[src/rtl/twi_mem_pkg.sv]
package twi_mem_pkg;

  localparam logic [3:0] DEV_CODE  = 4'b1010;
  localparam int         BYTE_BITS = 8;

  typedef enum logic [3:0] {
    ST_IDLE,
    ST_ADDR,
    ST_ADDR_ACK,
    ST_WADR,
    ST_WADR_ACK,
    ST_WDAT,
    ST_WDAT_ACK,
    ST_TX,
    ST_TX_ACK,
    ST_IGNORE
  } twi_state_e;

endpackage

[src/rtl/twi_bus_sync.sv]
module twi_bus_sync #(
  parameter int STAGES = 2
) (
  input  logic clk,
  input  logic rst_n,
  input  logic scl_i,
  input  logic sda_i,
  output logic scl_s,
  output logic sda_s,
  output logic scl_rise,
  output logic scl_fall,
  output logic start_det,
  output logic stop_det
);

  logic [STAGES-1:0] scl_ff;
  logic [STAGES-1:0] sda_ff;
  logic              scl_q;
  logic              sda_q;

  generate
    if (STAGES == 1) begin : g_one
      always_ff @(posedge clk or negedge rst_n) begin
        if (!rst_n) begin
          scl_ff <= '1;
          sda_ff <= '1;
        end else begin
          scl_ff <= scl_i;
          sda_ff <= sda_i;
        end
      end
    end else begin : g_chain
      always_ff @(posedge clk or negedge rst_n) begin
        if (!rst_n) begin
          scl_ff <= '1;
          sda_ff <= '1;
        end else begin
          scl_ff <= {scl_ff[STAGES-2:0], scl_i};
          sda_ff <= {sda_ff[STAGES-2:0], sda_i};
        end
      end
    end
  endgenerate

  assign scl_s = scl_ff[STAGES-1];
  assign sda_s = sda_ff[STAGES-1];

  always_ff @(posedge clk or negedge rst_n) begin
    if (!rst_n) begin
      scl_q <= 1'b1;
      sda_q <= 1'b1;
    end else begin
      scl_q <= scl_s;
      sda_q <= sda_s;
    end
  end

  assign scl_rise  =  scl_s & ~scl_q;
  assign scl_fall  = ~scl_s &  scl_q;
  assign start_det =  scl_s &  scl_q &  sda_q & ~sda_s;
  assign stop_det  =  scl_s &  scl_q & ~sda_q &  sda_s;

endmodule

[src/rtl/twi_prog_timer.sv]
module twi_prog_timer #(
  parameter int CYCLES = 5000
) (
  input  logic clk,
  input  logic rst_n,
  input  logic launch,
  output logic busy,
  output logic done
);

  localparam int CW = $clog2(CYCLES + 1);

  logic [CW-1:0] cnt;

  always_ff @(posedge clk or negedge rst_n) begin
    if (!rst_n) begin
      cnt <= '0;
    end else if (launch && cnt == '0) begin
      cnt <= CW'(CYCLES);
    end else if (cnt != '0) begin
      cnt <= cnt - 1'b1;
    end
  end

  assign busy = (cnt != '0);
  assign done = (cnt == CW'(1));

endmodule

[src/rtl/twi_mem_store.sv]
module twi_mem_store #(
  parameter int DEPTH = 128,
  parameter int DW    = 8,
  localparam int AW   = $clog2(DEPTH)
) (
  input  logic          clk,
  input  logic          rst_n,
  input  logic          wr_en,
  input  logic [AW-1:0] wr_addr,
  input  logic [DW-1:0] wr_data,
  input  logic [AW-1:0] rd_addr,
  output logic [DW-1:0] rd_data
);

  logic [DW-1:0] cells [DEPTH];

  always_ff @(posedge clk or negedge rst_n) begin
    if (!rst_n) begin
      for (int i = 0; i < DEPTH; i++) cells[i] <= '0;
    end else if (wr_en) begin
      cells[wr_addr] <= wr_data;
    end
  end

  assign rd_data = cells[rd_addr];

endmodule

[src/rtl/twi_mem_slave.sv]
module twi_mem_slave
  import twi_mem_pkg::*;
#(
  parameter int MEM_DEPTH   = 128,
  parameter int PROG_CYCLES = 5000,
  parameter int SYNC_STAGES = 2
) (
  input  logic       clk,
  input  logic       rst_n,
  input  logic       scl_i,
  input  logic       sda_i,
  input  logic [2:0] chip_sel,
  output logic       sda_pull_o
);

  localparam int AW = $clog2(MEM_DEPTH);

  logic scl_s, sda_s, scl_rise, scl_fall, start_det, stop_det;
  logic busy, prog_done, launch;

  twi_state_e               state;
  logic [3:0]               bitcnt;
  logic [BYTE_BITS-1:0]     shreg;
  logic [AW-1:0]            ptr;
  logic [AW-1:0]            pend_addr;
  logic [BYTE_BITS-1:0]     pend_data;
  logic                     pend_vld;
  logic                     rw_q;
  logic                     mack_q;
  logic                     sda_pull;
  logic [BYTE_BITS-1:0]     rd_data;
  logic                     byte_end;
  logic                     addr_hit;
  logic                     ack_ok;

  twi_bus_sync #(.STAGES(SYNC_STAGES)) u_sync (
    .clk       (clk),
    .rst_n     (rst_n),
    .scl_i     (scl_i),
    .sda_i     (sda_i),
    .scl_s     (scl_s),
    .sda_s     (sda_s),
    .scl_rise  (scl_rise),
    .scl_fall  (scl_fall),
    .start_det (start_det),
    .stop_det  (stop_det)
  );

  twi_prog_timer #(.CYCLES(PROG_CYCLES)) u_timer (
    .clk    (clk),
    .rst_n  (rst_n),
    .launch (launch),
    .busy   (busy),
    .done   (prog_done)
  );

  twi_mem_store #(.DEPTH(MEM_DEPTH), .DW(BYTE_BITS)) u_store (
    .clk     (clk),
    .rst_n   (rst_n),
    .wr_en   (prog_done),
    .wr_addr (pend_addr),
    .wr_data (pend_data),
    .rd_addr (ptr),
    .rd_data (rd_data)
  );

  assign launch   = stop_det & pend_vld;
  assign byte_end = scl_fall && (bitcnt == 4'd8);
  assign addr_hit = (shreg[7:4] == DEV_CODE) && (shreg[3:1] == chip_sel);
  assign ack_ok   = ~busy;

  always_ff @(posedge clk or negedge rst_n) begin
    if (!rst_n) begin
      state     <= ST_IDLE;
      bitcnt    <= '0;
      shreg     <= '0;
      ptr       <= '0;
      pend_addr <= '0;
      pend_data <= '0;
      pend_vld  <= 1'b0;
      rw_q      <= 1'b0;
      mack_q    <= 1'b0;
      sda_pull  <= 1'b0;
    end else if (start_det) begin
      state    <= ST_ADDR;
      bitcnt   <= '0;
      sda_pull <= 1'b0;
      pend_vld <= 1'b0;
    end else if (stop_det) begin
      state    <= ST_IDLE;
      bitcnt   <= '0;
      sda_pull <= 1'b0;
      pend_vld <= 1'b0;
    end else begin
      unique case (state)
        ST_ADDR, ST_WADR, ST_WDAT: begin
          if (scl_rise) begin
            shreg  <= {shreg[BYTE_BITS-2:0], sda_s};
            bitcnt <= bitcnt + 1'b1;
          end else if (byte_end) begin
            bitcnt <= '0;
            if (!ack_ok) begin
              state <= ST_IGNORE;
            end else if (state == ST_ADDR) begin
              if (addr_hit) begin
                sda_pull <= 1'b1;
                rw_q     <= shreg[0];
                state    <= ST_ADDR_ACK;
              end else begin
                state <= ST_IGNORE;
              end
            end else if (state == ST_WADR) begin
              sda_pull <= 1'b1;
              ptr      <= shreg[AW-1:0];
              state    <= ST_WADR_ACK;
            end else begin
              sda_pull  <= 1'b1;
              pend_addr <= ptr;
              pend_data <= shreg;
              pend_vld  <= 1'b1;
              ptr       <= ptr + 1'b1;
              state     <= ST_WDAT_ACK;
            end
          end
        end
        ST_ADDR_ACK: begin
          if (scl_fall) begin
            bitcnt <= '0;
            if (rw_q) begin
              shreg    <= rd_data;
              sda_pull <= ~rd_data[BYTE_BITS-1];
              state    <= ST_TX;
            end else begin
              sda_pull <= 1'b0;
              state    <= ST_WADR;
            end
          end
        end
        ST_WADR_ACK: begin
          if (scl_fall) begin
            sda_pull <= 1'b0;
            bitcnt   <= '0;
            state    <= ST_WDAT;
          end
        end
        ST_WDAT_ACK: begin
          if (scl_fall) begin
            sda_pull <= 1'b0;
            state    <= ST_IGNORE;
          end
        end
        ST_TX: begin
          if (scl_rise) begin
            bitcnt <= bitcnt + 1'b1;
          end else if (byte_end) begin
            sda_pull <= 1'b0;
            ptr      <= ptr + 1'b1;
            state    <= ST_TX_ACK;
          end else if (scl_fall) begin
            sda_pull <= ~shreg[BYTE_BITS-2];
            shreg    <= {shreg[BYTE_BITS-2:0], 1'b0};
          end
        end
        ST_TX_ACK: begin
          if (scl_rise) begin
            mack_q <= ~sda_s;
          end else if (scl_fall) begin
            bitcnt <= '0;
            if (mack_q) begin
              shreg    <= rd_data;
              sda_pull <= ~rd_data[BYTE_BITS-1];
              state    <= ST_TX;
            end else begin
              state <= ST_IGNORE;
            end
          end
        end
        default: begin
          sda_pull <= 1'b0;
        end
      endcase
    end
  end

  assign sda_pull_o = sda_pull;

endmodule

[config.mk]
export PLATFORM = sky130hd
export DESIGN_NAME = twi_mem_slave
export DESIGN_NICKNAME = d
export VERILOG_FILES = /design/src/rtl/twi_mem_pkg.sv /design/src/rtl/twi_bus_sync.sv /design/src/rtl/twi_prog_timer.sv /design/src/rtl/twi_mem_store.sv /design/src/rtl/twi_mem_slave.sv
export SDC_FILE = /design/constraint.sdc
export NUM_CORES = 2
export LEC_CHECK = 0
export ABC_AREA = 1
export CORE_MARGIN = 1.5
export CORE_UTILIZATION = 55
export CTS_CLUSTER_SIZE = 30
export DETAILED_ROUTE_END_ITERATION = 7
export PLACE_DENSITY = 0.7
export SKIP_CTS_REPAIR_TIMING = 1
export SYNTH_ARGS = -nofsm -noshare
export SYNTH_HDL_FRONTEND = slang
export SYNTH_SLANG_ARGS = --single-unit
[constraint.sdc]
create_clock -name clk -period 3.6 [get_ports clk]
set_clock_uncertainty 0.1 [all_clocks]
set_input_delay 0.72 -clock clk [delete_from_list [all_inputs] [get_ports clk]]
set_output_delay 0.72 -clock clk [all_outputs]
set_load 0.01 [all_outputs]
==> results.yml <==
finish:
  fillers: 8491
  area_delta_synth_final_pct: 7.05
  final-seq-area_um2: 27200
  drive_above_1_share_pct: 9.15
  area_of_combinational_cells_with_multiple_inputs_um2: 21600
  nets: 6128
  antenna-diode-count: 0
synthesis:
  synthesis.nets: 6361
  ys_top_cells_by_area: "sky130_fd_sc_hd__dfrtp_1, sky130_fd_sc_hd__nand2_1, sky130_fd_sc_hd__o21ai_1, sky130_fd_sc_hd__nor2_1, sky130_fd_sc_hd__o21ai_0"
  synth_common_cells: "sky130_fd_sc_hd__nand2_1, sky130_fd_sc_hd__dfrtp_1, sky130_fd_sc_hd__nor2_1"
  yosysUniqueCellTypes: 44
  postSynthAreaPerCell_um2: 8.31
  synth_most_common_cell: "sky130_fd_sc_hd__nand2_1"
  yosys.area.top_type: "sky130_fd_sc_hd__dfrtp_1"
  synth-edff-count: 0
  ys_dominant_reg_cell: "sky130_fd_sc_hd__dfrtp_1"
  synth.yosys.warnings: 0
  area_of_the_mapped_netlist_um2: 52800
  netlist.area_leader.share_pct: 51.2
  synth.ff_latch_count: 1085
  synthArstFlopShare_pct: 100
  synth_seq_area_share_pct: 51.5
  synthCells: 6348
pwr:
  leakage_nw: 26.2
  irDropWorstVdd_v: 0.000432
  p_per_area_nw_per_um2: 465
cts:
  numCtsBuffers: 116
  htree_levels: 3
  cts-root-buf: "sky130_fd_sc_hd__clkbuf_16"
  ctsLongestPathBuffers: 3
  clock_net_sink_count: 1085
  clkTransAtPathRegs_ns: 0.06
  insertion_delay_ns: 0.70
  tritoncts: "built"
place:
  dp_hpwl_um: 92400
  final_weighted_congestion_in_routability_driven_placement: 0.939
  portBuffers: 7
  detailedPlace.worstSlack_ns: 0.729
sta:
  grt_setup_unrepaired: "false"
  fin_ws_ns: 0.679
  report.final.setup_viol: 0
  layout_min_cycle_time_ns: 2.92
  tightest_slew_ns: 1.20
  final.period_utilization_pct: 81.1
  slew_headroom_pct: 19.8
  setup-tns-final_ns: 0
  timing.final.hold_violations: 0
  max_freq_mhz: 342
  final_slew_violations: 0
grt:
  global_route.usage.total_pct: 31.5
  grt_first_pass_wirelength_um: 243000
  number_of_global_route_vias_before_repair: 41300
  antenna_found_initial: 0
  grt_max_degree: 151
  globalRoute.totalOverflow: 0
setup_path:
  worst_path_max_delay_cell: "sky130_fd_sc_hd__dfrtp_4"
  worst-path-max-fanout: 150
  timing.setup.critical_path_class: "reg2reg"
  critical_path.top_delay_family: "simple AND/OR/NAND/NOR gates"
  crit_top_cell: "sky130_fd_sc_hd__nand2_1"
  cp_slowest_stage_delay_ns: 0.58
  worst_r2r_startpoint: "ptr[0]"
  timing.critical_path.from_type: "flip-flop"
  timing.critical_path.arrival_ns: 3.45
  crit_start: "ptr[0]"
  timing.critical_path.buf_inv: 3
  crit_required_ns: 4.13
  cp_cell_sequence: "inv_16 > buf_12 > nand2_1 > nand3_1 > nand2_1 > nand2_1 > nand2_1 > inv_1 > nand2_1 > nand2_1 > nand2_1 > nor2_1 > nand2_1 > nand2_1 > nand2_1 > nand2_1 > nand2_1 > nand2_1"
  endpoint_kind: "flip-flop"
floorplanning:
  core-area_um2: 95000
  num_rows: 113
  die_y_um: 313
  die_width_um: 313
  die_area_um2: 97800
  initial_utilization_pct: 55.5
  ioPinCount: 8
run_status:
  status: "finished clean"
worst_hold_path:
  worst_hold_startpoint: "u_sync.sda_ff[0]"
  hold_path_class: "reg2reg"
route:
  post-route-drc-count: 0
  vias: 43800
  post_drt_via_cell_ratio: 5.86
  routed_wire_length_per_instance_um: 20.5
  drt-total-wl_um: 153000
  drt_antenna_net_count: 0
  detailedRoute.firstIterationViolations: 5563
  first_pass_iters: 6
flow_run:
  max_cap_viol_count: 0
-- report_power, final --
group / leakage, nW / internal, mW / switching [mW]
logic: 9.17 / 0.343 / 0.895
clock network: 1.98 / 7.48 / 5.05
registers: 15.1 / 12.4 / 0.165
-- per-stage QoR --
stage / utilization, % / instance area, µm² / power, mW / hold WS [ns] / cells
after floorplan: - / 52800 / 13.4 / 0.245 / 6348
after global placement: 55.2 / 52500 / 14.0 / 0.246 / 7261
after detailed placement: 55.2 / 52500 / 14.0 / 0.251 / 7261
after CTS: 59.4 / 56500 / 26.4 / -0.202 / 7474
after global routing: 59.4 / 56500 / 27.1 / 0.263 / 7475
final: 59.4 / 56500 / 26.3 / 0.257 / 7475
-- cells by family (layout without fill, tap and decap cells) --
logic type / after synthesis / in the layout / share of synthesized area [%]
buf+inv: 640 / 502 / 7.52
simple gates: 2863 / 2863 / 22.9
xor+xnor: 12 / 12 / 0.199
fa+ha+maj: 6 / 6 / 0.142
flops: 1085 / 1085 / 51.5
compound gates: 1738 / 1738 / 17.7
mux: 4 / 4 / 0.0783
-- worst register-to-register path: stages (launching register included) --
cell	delay [ns]
sky130_fd_sc_hd__dfrtp_4	0.58
sky130_fd_sc_hd__inv_16	0.44
sky130_fd_sc_hd__buf_12	0.33
sky130_fd_sc_hd__nand2_1	0.09
sky130_fd_sc_hd__nand3_1	0.06
sky130_fd_sc_hd__nand2_1	0.06
sky130_fd_sc_hd__nand2_1	0.06
sky130_fd_sc_hd__nand2_1	0.11
sky130_fd_sc_hd__inv_1	0.09
sky130_fd_sc_hd__nand2_1	0.07
sky130_fd_sc_hd__nand2_1	0.07
sky130_fd_sc_hd__nand2_1	0.04
sky130_fd_sc_hd__nor2_1	0.21
sky130_fd_sc_hd__nand2_1	0.13
sky130_fd_sc_hd__nand2_1	0.20
sky130_fd_sc_hd__nand2_1	0.07
sky130_fd_sc_hd__nand2_1	0.06
sky130_fd_sc_hd__nand2_1	0.05
sky130_fd_sc_hd__nand2_1	0.05
-- layer usage --
metal / global-route usage (%) / up-vias / wire (µm)
li1: - / 20500 / -
met1: 44.8 / 21300 / 66300
met2: 47.5 / 1680 / 67900
met3: 5.29 / 367 / 11500
met4: 14.5 / 0 / 7490
met5: 0 / - / 0
-- layout make-up --
class | instances | share of cell area, %
sequential | 1085 | 48.1
multi-input combinational | 4623 | 38.3
clock buffer | 168 | 6.04
tap | 1265 | 2.80
timing repair buffer | 130 | 2.50
inverter | 159 | 1.17
clock inverter | 45 | 1.06
-- cell usage in the layout, fill, tap and decap left out, types with 5 or more instances in the layout --
master                            instances
sky130_fd_sc_hd__buf_12                  33
sky130_fd_sc_hd__a21oi_1                 64
sky130_fd_sc_hd__o21ai_2                 91
sky130_fd_sc_hd__dfstp_2                  6
sky130_fd_sc_hd__nand4_1                  9
sky130_fd_sc_hd__xor2_1                   8
sky130_fd_sc_hd__o21ai_0                564
sky130_fd_sc_hd__clkbuf_16              119
sky130_fd_sc_hd__o21ai_1                883
sky130_fd_sc_hd__nand2_2                  7
sky130_fd_sc_hd__nand2_4                120
sky130_fd_sc_hd__nand3_1                232
sky130_fd_sc_hd__clkdlybuf4s50_1          6
sky130_fd_sc_hd__nor2_1                 951
sky130_fd_sc_hd__dfrtp_1               1076
sky130_fd_sc_hd__o211ai_1                95
sky130_fd_sc_hd__ha_1                     6
sky130_fd_sc_hd__inv_6                   12
sky130_fd_sc_hd__nand2_1               1523
sky130_fd_sc_hd__o22ai_1                 31
sky130_fd_sc_hd__clkbuf_1                24
sky130_fd_sc_hd__inv_1                  145
sky130_fd_sc_hd__clkbuf_8                25
sky130_fd_sc_hd__bufinv_16               13
sky130_fd_sc_hd__nor3_1                   5
sky130_fd_sc_hd__buf_4                   89
sky130_fd_sc_hd__clkinv_2                22
-- path summary, 6_finish.rpt --
path	depth (start not counted)	slack, ns	endpoint
worst max register to register	18	0.68	sda_pull_o
min in group asynchronous	2	0.42	u_store.cells[170]
worst max-delay path	18	0.68	sda_pull_o
max in group asynchronous	3	1.77	mack_q
worst min-delay path	0	0.26	u_sync.sda_ff[1]
worst min register to register	0	0.26	u_sync.sda_ff[1]
-- sequential cells by signal (all words and copies together), names as in the netlist, 2 cells and up --
signal and flops:
u_sync.scl_ff 2, u_store.cells 1024, bitcnt 4, state 4, u_sync.sda_ff 2, u_timer.cnt 13
ptr 7, shreg 8, pend_data 8, pend_addr 7
Note: power is estimated with default switching activity, not from simulation.
